==> src/rtl/irqc_pkg.sv <==
package irqc_pkg;

    // Word index inside the bank; order is fixed by software's register map.
    typedef enum logic [2:0] {
        IDX_STATUS  = 3'd0,
        IDX_PENDING = 3'd1,
        IDX_ENABLE  = 3'd2,
        IDX_ACK     = 3'd3,
        IDX_SET_EN  = 3'd4,
        IDX_CLR_EN  = 3'd5,
        IDX_VECTOR  = 3'd6,
        IDX_MASTER  = 3'd7
    } reg_idx_e;

    localparam int BANK_WORDS  = 8;
    localparam int MASTER_W    = 2;
    localparam int MASTER_OUT  = 0;  // output enable bit
    localparam int MASTER_HW   = 1;  // hardware input enable bit

    // Decoded write strobes, one per register with a write effect.
    typedef struct packed {
        logic status;
        logic ack;
        logic enable;
        logic set_en;
        logic clr_en;
        logic master;
    } wr_strobe_t;

    function automatic wr_strobe_t decode_write(input logic wr, input logic in_range,
                                                input reg_idx_e idx);
        wr_strobe_t s;
        s        = '0;
        if (wr && in_range) begin
            s.status = (idx == IDX_STATUS);
            s.ack    = (idx == IDX_ACK);
            s.enable = (idx == IDX_ENABLE);
            s.set_en = (idx == IDX_SET_EN);
            s.clr_en = (idx == IDX_CLR_EN);
            s.master = (idx == IDX_MASTER);
        end
        return s;
    endfunction

endpackage

==> src/rtl/irqc_capture.sv <==
// Turns request-line activity into per-bit set/clear events for the status word.
module irqc_capture #(
    parameter int                N_SRC = 32,
    parameter logic [N_SRC-1:0]  KIND  = '0
) (
    input  logic             clk,
    input  logic             rst,
    input  logic             hw_en,
    input  logic [N_SRC-1:0] irq_in,
    output logic [N_SRC-1:0] ev_set,
    output logic [N_SRC-1:0] ev_clr
);
    logic [N_SRC-1:0] prev_q;

    always_ff @(posedge clk) begin
        if (rst) prev_q <= '0;
        else     prev_q <= irq_in;
    end

    for (genvar i = 0; i < N_SRC; i++) begin : g_src
        if (KIND[i]) begin : g_edge
            // only a rising input sets the bit; nothing clears it here
            assign ev_set[i] = hw_en & irq_in[i] & ~prev_q[i];
            assign ev_clr[i] = 1'b0;
        end else begin : g_level
            // the bit follows each change of the input
            logic chg;
            assign chg       = irq_in[i] ^ prev_q[i];
            assign ev_set[i] = hw_en & chg & irq_in[i];
            assign ev_clr[i] = hw_en & chg & ~irq_in[i];
        end
    end
endmodule

==> src/rtl/irqc_regs.sv <==
// Status, enable and master storage.
module irqc_regs
    import irqc_pkg::*;
#(
    parameter int N_SRC = 32
) (
    input  logic                clk,
    input  logic                rst,
    input  wr_strobe_t          wr_s,
    input  logic [N_SRC-1:0]    wdata,
    input  logic [MASTER_W-1:0] wmaster,
    input  logic [N_SRC-1:0]    ev_set,
    input  logic [N_SRC-1:0]    ev_clr,
    output logic [N_SRC-1:0]    status_q,
    output logic [N_SRC-1:0]    enable_q,
    output logic [MASTER_W-1:0] master_q
);
    logic [N_SRC-1:0] status_sw;
    logic [N_SRC-1:0] status_d;
    logic [N_SRC-1:0] enable_d;

    always_comb begin
        status_sw = status_q;
        if (wr_s.status) status_sw = wdata;
        if (wr_s.ack)    status_sw = status_q & ~wdata;
        // hardware events are applied after the software effect
        status_d  = (status_sw & ~ev_clr) | ev_set;

        enable_d  = enable_q;
        if (wr_s.enable) enable_d = wdata;
        if (wr_s.set_en) enable_d = enable_q | wdata;
        if (wr_s.clr_en) enable_d = enable_q & ~wdata;
    end

    always_ff @(posedge clk) begin
        if (rst) begin
            status_q <= '0;
            enable_q <= '0;
            master_q <= '0;
        end else begin
            status_q <= status_d;
            enable_q <= enable_d;
            if (wr_s.master) master_q <= wmaster;
        end
    end
endmodule

==> src/rtl/irqc_prio.sv <==
// Lowest-index-first encoder; all ones when nothing is pending.
module irqc_prio #(
    parameter int N_SRC  = 32,
    parameter int DATA_W = 32
) (
    input  logic [N_SRC-1:0]  pend,
    output logic [DATA_W-1:0] vec
);
    always_comb begin
        vec = '1;
        for (int i = N_SRC - 1; i >= 0; i--) begin
            if (pend[i]) vec = DATA_W'(i);
        end
    end
endmodule

==> src/rtl/irqc_top.sv <==
module irqc_top
    import irqc_pkg::*;
#(
    parameter int               N_SRC  = 32,
    parameter int               DATA_W = 32,
    parameter int               ADDR_W = 8,
    parameter logic [N_SRC-1:0] KIND   = 32'hFFFF_0000
) (
    input  logic              clk,
    input  logic              rst,
    input  logic [ADDR_W-1:0] bus_addr,
    input  logic              bus_wr,
    input  logic              bus_rd,
    input  logic [DATA_W-1:0] bus_wdata,
    output logic [DATA_W-1:0] bus_rdata,
    input  logic [N_SRC-1:0]  irq_in,
    output logic              irq_o
);
    localparam int WORD_W = ADDR_W - 2;

    logic [WORD_W-1:0]   word;
    logic                in_range;
    reg_idx_e            idx;
    wr_strobe_t          wr_s;
    logic [N_SRC-1:0]    ev_set, ev_clr;
    logic [N_SRC-1:0]    stat_q, enab_q, pend_w;
    logic [MASTER_W-1:0] mast_q;
    logic [DATA_W-1:0]   vec_w;

    assign word     = bus_addr[ADDR_W-1:2];
    assign in_range = (int'(word) < BANK_WORDS);
    assign idx      = reg_idx_e'(word[2:0]);
    assign wr_s     = decode_write(bus_wr, in_range, idx);

    irqc_capture #(.N_SRC(N_SRC), .KIND(KIND)) u_cap (
        .clk    (clk),
        .rst    (rst),
        .hw_en  (mast_q[MASTER_HW]),
        .irq_in (irq_in),
        .ev_set (ev_set),
        .ev_clr (ev_clr)
    );

    irqc_regs #(.N_SRC(N_SRC)) u_regs (
        .clk      (clk),
        .rst      (rst),
        .wr_s     (wr_s),
        .wdata    (bus_wdata[N_SRC-1:0]),
        .wmaster  (bus_wdata[MASTER_W-1:0]),
        .ev_set   (ev_set),
        .ev_clr   (ev_clr),
        .status_q (stat_q),
        .enable_q (enab_q),
        .master_q (mast_q)
    );

    assign pend_w = stat_q & enab_q;

    irqc_prio #(.N_SRC(N_SRC), .DATA_W(DATA_W)) u_prio (
        .pend (pend_w),
        .vec  (vec_w)
    );


    assign irq_o = mast_q[MASTER_OUT] & mast_q[MASTER_HW] & (|pend_w);

    always_comb begin
        bus_rdata = '0;
        if (bus_rd && in_range) begin
            unique case (idx)
                IDX_STATUS:  bus_rdata = DATA_W'(stat_q);
                IDX_PENDING: bus_rdata = DATA_W'(pend_w);
                IDX_ENABLE:  bus_rdata = DATA_W'(enab_q);
                IDX_VECTOR:  bus_rdata = vec_w;
                IDX_MASTER:  bus_rdata = DATA_W'(mast_q);
                default:     bus_rdata = '0;   // alias words read zero
            endcase
        end
    end
endmodule

==> config.mk <==
export PLATFORM = sky130hd
export DESIGN_NAME = irqc_top
export DESIGN_NICKNAME = d
export VERILOG_FILES = /design/src/rtl/irqc_pkg.sv /design/src/rtl/irqc_capture.sv /design/src/rtl/irqc_regs.sv /design/src/rtl/irqc_prio.sv /design/src/rtl/irqc_top.sv
export SDC_FILE = /design/constraint.sdc
export NUM_CORES = 1
export LEC_CHECK = 0
export ABC_AREA = 1
export BUFFER_PORTS_ARGS = -buffer_cell sky130_fd_sc_hd__buf_2
export CAP_MARGIN = 20
export CORE_MARGIN = 4
export CORE_UTILIZATION = 30
export CTS_CLUSTER_DIAMETER = 120
export DETAILED_ROUTE_END_ITERATION = 12
export PLACE_DENSITY = 0.59
export SYNTH_ARGS = -nofsm -noshare
export SYNTH_HDL_FRONTEND = slang
export SYNTH_HIERARCHICAL = 1
export SYNTH_SLANG_ARGS = --single-unit
==> constraint.sdc <==
create_clock -name clk -period 2.4 [get_ports clk]
set_input_delay 0.48 -clock clk [delete_from_list [all_inputs] [get_ports clk]]
set_output_delay 0.48 -clock clk [all_outputs]
set_load 0.03 [all_outputs]
; ---- Yosys cells after proc, flatten, opt, wreduce, memory -nomap -nowiden
; Cells that the tools add are included.
[op_classes]
eq_ne = 7
n_bitwise = 138
muxes = 40
order_cmp = 1
reduce_logical = 5
[op_table]
columns = operator, count
row1 = 2-to-1 mux 32 bit, 38
row2 = one-hot mux 32 bit (5 select lines), 1
row3 = bitwise AND 32 bit, 4
row4 = bitwise AND 1 bit, 82
row5 = OR 32 bit, 2
row6 = inverter 1 bit, 32
row7 = inverter 16 -> 32 bit, 1
row8 = inverter 32 bit, 1
row9 = OR reduction 32 bit, 1
row10 = XOR 1 bit, 16
row11 = == test 3 bit (second input constant), 4
row12 = == test 3 x 2 -> 1 bit (second input constant), 2
row13 = less-than comparator 6 x 4 -> 1 bit (second input constant), 1
row14 = 2-to-1 mux 6 bit, 1
row15 = == test 3 x 1 -> 1 bit (second input constant), 1
row16 = logical NOT 3 bit, 1
row17 = nonzero test 3 bit, 1
row18 = logical AND 1 bit, 2
[totals]
inputBits = 76
wordCells = 195
ff_bits = 98
out_inout_bits = 33

; ---- Logic depth before layout (Yosys ltp)
[depth]
ltp_word = 35
depth_mapped = 36
ltp_nobuf = 36

; ---- Cells and area by module
; Netlist, hierarchy kept.
[modules_own_cells]
columns = module, area_each_um2, cells_per_inst, instances, seq_area_each_um2
row1 = irqc_regs, 3771.1, 531, 1, 1321.3
row2 = irqc_capture, 1520.2, 233, 1, 640.6
row3 = irqc_top, 1519.0, 358, 1, 0.0
row4 = irqc_prio, 606.8, 125, 1, 0.0

; ---- Worst setup path after synthesis
; No wires, ideal clock.
[synth_timing]
path_type = register -> output
start = register u_regs.enable_q[29]
end = output port bus_rdata[0]
required_time_ns = 1.920
setup_slack_ns = -0.518
arrival_time_ns = 2.438
path_buffers = 0
stages_incl_launch_ff = 37
cell_sequence = dfxtp_1 nand2_1 inv_1 inv_1 nand2_1 nand2_1 nand2_1 nand2_1 nand2_1 nand2_1 nand2_1 nand2_1 nand2_1 nand2_1 nand2_1 nand2_1 nand2_1 nand2_1 nand2_1 nand2_1 nand2_1 nand2_1 nand2_1 nand2_1 nand2_1 nand2_1 nand2_1 nand2_1 nand2_1 nand2_1 nand2_1 nand2_1 a21oi_2 nand4_1 nand3_1 nor2_1 nor2_1
[synth_between]
elab_chain_cells = 33
[synth_lines]
columns = item, line_no
row1 = from (decl), irqc_regs.sv:15  ; output logic [N_SRC-1:0] enable_q,
row2 = from (signal assigned), irqc_regs.sv:42  ; enable_q <= enable_d;
row3 = bitwise AND 32 bit, irqc_top.sv:57  ; assign pend_w = stat_q & enab_q;
row4 = via pend_w[29], irqc_top.sv:26  ; logic [N_SRC-1:0] stat_q, enab_q, pend_w;
row5 = 2-to-1 mux 32 bit (30 in series), irqc_prio.sv:12  ; if (pend[i]) vec = DATA_W'(i);
row6 = via vec_w[0], irqc_top.sv:28  ; logic [DATA_W-1:0] vec_w;
row7 = one-hot mux 32 bit (5 select lines), irqc_top.sv:70  ; unique case (idx)
row8 = 2-to-1 mux 32 bit, irqc_top.sv:69  ; if (bus_rd && in_range) begin
row9 = to (decl), irqc_top.sv:15  ; output logic [DATA_W-1:0] bus_rdata,
; The timed path passes the listed nets, and every way through them passes these cells.

; ---- Worst setup path in the final report
; Same ends and word-level chain as after synthesis.

==> run summary <==
The startpoint type of the worst setup path is a register. The floorplan step set the die height to 165.2 um. The number of standard cells after synthesis is 1,247.

The number of stages on the worst hold path was 3; the stage delay of the slowest cell on the critical path was 0.34 ns. The die is 165.2 um wide. STA classifies the critical path endpoint as an output port. Final critical path time including I/O delays and setup: 3.256 ns. The post-synthesis area per instance was 5.948 sq um. In the final layout, the share of cells above drive strength 1 is 31.91%. The average detailed-routed wire length per instance is 13.77 um, and the CTS buffer count is 9. The maximum vdd ir drop is 0.3111 mV.

The yosys synthesis warning count was 6. For the highest achievable clock rate, the log shows 307.1 MHz. The number of antenna diodes was 0. The clock power share was 42.0%. STA puts the critical path data arrival time at 2.78 ns. The netlist uses 36 different library cells. Setup violations remaining at the end of the flow were counted as 32. After clock tree synthesis, the clock-pin slew on the worst setup and hold paths is 0.08 ns.

The routed layout has 7,811 vias. Internal power comes to 0.002584 W. The path with the worst hold slack has its endpoint at u_cap/prev_q[19].

The global-route usage over all layers was 17.97%. Total clock sinks: 98. The worst register-to-register path begins at u_regs/master_q[1]. The biggest area contributor in the post-synthesis netlist is sky130_fd_sc_hd__dfxtp_1. The cell area power density is 375.1 mW/mm^2, and the final worst setup slack is -0.8558 ns.

The detailed router finished its first iteration with 478 violations. The final layout contains routed wiring with a total length of 24,180 um. The count of nets left with antenna violations once routing finished came out at 0. Between clock sinks in the finished design, the worst skew comes to 0.01364 ns.

After legalization and detailed placement, the total HPWL measured 18,080 um. After detailed routing, the number of remaining DRC violations is 0. In the final design database the tool counted 1,503 nets. In this run the biggest area consumer among cell types represents 26.45% of the synthesized area. Measured in cells, the most critical reg-to-reg path has a length of 5. After floorplanning, the core was sized to cover 0.02432 sq mm.

The area of the die is 0.02730 sq mm. During I/O placement, the number of pins put on the boundary was 109. TritonCTS built the clock tree.

The run gives 1.92 ns as the data required time at the worst endpoint. The logs give 0.36 ns for the clock network latency to the later pin of the worst-skew pair and 5.123 nW for the leakage power of the design. Summing internal, switching and leakage power gives 0.003611 W. For the share of synthesized area occupied by flip-flops and latches, the log shows 26.45%. The startpoint identified for the worst hold timing path is irq_in[19]. The synthesis-to-layout area growth is 29.79%.

Counting stages on the worst path, the most repeated cell is sky130_fd_sc_hd__nand2_1. The path type of the worst setup path was register to output port. Of the total power, the share spent switching nets is 28.44%.

Among all stages on the critical path, the largest delay is contributed by sky130_fd_sc_hd__dfxtp_2. Before antenna repair, the detailed router went through 5 iterations. The cell sitting at the root of the clock tree is a sky130_fd_sc_hd__clkbuf_16. The checks that failed: setup timing. Using the TritonRoute via totals, the vias-per-cell ratio works out to 4.448.

The run finished, with violations left. Entering global routing, the biggest net connects 45 pins. Combinational logic burns 11.4% of the power. For the leftover overflow at the end of global routing, the log shows 0. The logs give 0.9171 for the global placer's final weighted congestion and 0.007417 sq mm for the netlist area before placement. The number of core rows was 57.

The transition at the pin with the smallest max-transition slack is 0.5931 ns, and the net switching component of the power is 0.001027 W. The worst register-to-register path ends at u_regs/status_q[26]. In this run the tool buffered the top-level ports with 106 buffer cells.

The first global-routing pass estimated 38,540 um of wire. Yosys attributes the largest share of cell area to sky130_fd_sc_hd__dfxtp_1, sky130_fd_sc_hd__inv_1, sky130_fd_sc_hd__nand2_1, sky130_fd_sc_hd__nand3_1, sky130_fd_sc_hd__nor2_1. Starting density of the core: 30.50%.

Prior to clock tree synthesis, the placed netlist has a worst setup slack of -0.5272 ns. Sequential cells burn 46.5% of the power. In this run the worst path has a maximum fanout of 2. The tools report the number of placed instances, taps included as 1,734. The via count of the first global-routing pass is 7,344, and the max-slew violation count is 0. For the final routed database, the setup TNS stands at -15.23 ns.

For the number of antenna violations at the first check in global routing, the log shows 4. The setup check on the worst reg-to-reg path leaves a slack of 0.84 ns. The worst pin sits at a relative slew slack of 60.46%. The path class of the tightest hold or removal check is primary input to register. Setup repair after global routing could not meet its margin everywhere.

After synthesis the netlist holds a flip-flop and latch count of 98. The run gives 0 as the count of final hold-check violations. The H-tree generated during clock tree synthesis spans 3 levels. Counting along the longest clock path gives a buffer depth of 2. The share of the cycle needed by the critical path after routing was 135.7%; the number of maximum-capacitance constraint violations was 0.

The run gives 1,756 as the final cell count without fillers. The tools report the number of hold buffers added after cts as 0.
## power by group through the flow
stage               Sequential (W)  Combinational [W]  Clock, W
floorplan                  0.00172           0.000244         0
global placement           0.00172           0.000406         0
detailed placement         0.00172           0.000410         0
CTS                        0.00168           0.000414   0.00157
global route               0.00168           0.000457   0.00162
finish                     0.00168           0.000413   0.00152
## worst max-delay path, delay by kind of cell, from the launching register on
kind                   cells  cell delay (ns)
AO/OA/AOI/OAI              1             0.10
buffers and inverters      3             0.23
flip-flops                 1             0.34
AND/OR/NAND/NOR           33             1.73
## cells in the mapped netlist (all sizes together)
cell type / count
o22ai: 29
inv: 279
o31ai: 1
o21ai: 34
a31oi: 1
nor2: 140
nand3: 134
and3: 1
clkbuf: 5
nor4: 3
a21oi: 102
conb: 1
nand2: 306
o2111ai: 1
buf: 97
a311oi: 1
and2: 1
o21bai: 1
nor3: 7
a21boi: 1
nand4: 4
dfxtp: 98
## state kept, by name, summed over array words and instances, names as in the netlist
name             cells
u_regs/status_q     32
u_cap/prev_q        32
u_regs/enable_q     32
u_regs/master_q      2
## layout by cell type, fill, tap and decap left out, drive strengths merged
master and n:
a21boi 1, a21oi 102, a311oi 1, a31oi 1
and2 1, and3 1, buf 256, clkbuf 10
clkinv 1, conb 16, dfxtp 98, inv 284
nand2 306, nand3 134, nand4 4, nor2 140
nor3 7, nor4 3, o2111ai 1, o21ai 34
o21bai 1, o22ai 29, o31ai 1
## stage by stage
stage | hold WS [ns] | area [sq um] | utilization, %
2_1_floorplan | 0.4503 | 7691 | -
3_3_place_gp | 0.4763 | 9123 | 37.51
3_5_place_dp | 0.4797 | 9123 | 37.51
4_1_cts | 0.3112 | 9603 | 39.49
5_1_grt | 0.3257 | 9627 | 39.58
6_report | 0.3291 | 9627 | 39.58
## how the worst max path moves through the flow
| stage | from | to | slack, ns | cells past startpoint |
|---|---|---|---|---|
| global route | u_regs/enable_q[29] | bus_rdata[0] | -1.26 | 37 |
| detailed placement | u_regs/enable_q[29] | bus_rdata[0] | -0.53 | 37 |
| global placement | u_regs/enable_q[29] | bus_rdata[0] | -0.54 | 37 |
| floorplan | u_regs/enable_q[29] | bus_rdata[0] | -0.26 | 36 |
| finish | u_regs/enable_q[29] | bus_rdata[0] | -0.86 | 37 |
| CTS | u_regs/enable_q[29] | bus_rdata[0] | -0.87 | 37 |
## repair_timing
action | CTS | global route
buffers inserted | 9 | 3
hold endpoints to repair | 0 | 0
endpoints found under the setup margin | 32 | 32
pin swaps | 17 | 14
gates resized for setup | 47 | 12
## cell type report
class | instances | area, sq um
repair buffers | 256 | 1805
inverters | 279 | 1050
flip-flops and latches | 98 | 1974
clock inverters | 6 | 65.06
clock buffers | 10 | 239.0
multi-input cells | 783 | 4088
fillers | 2616 | 14690
well taps | 324 | 405.4
## routing by layer
metal,part of all wire (%),global-route usage [%],up-vias
li1,-,-,4101
met1,46,24.17,3447
met2,45,28.97,217
met3,7.1,3.723,38
met4,1.7,5.444,8
met5,0.20,0,-
## kinds of logic after synthesis
group           synth area share [%]
compound gates                 13.77
buf+inv                        23.85
flops                          26.45
other cells                  0.05056
simple gates                   35.88
Power figures use the tool's default switching activity.
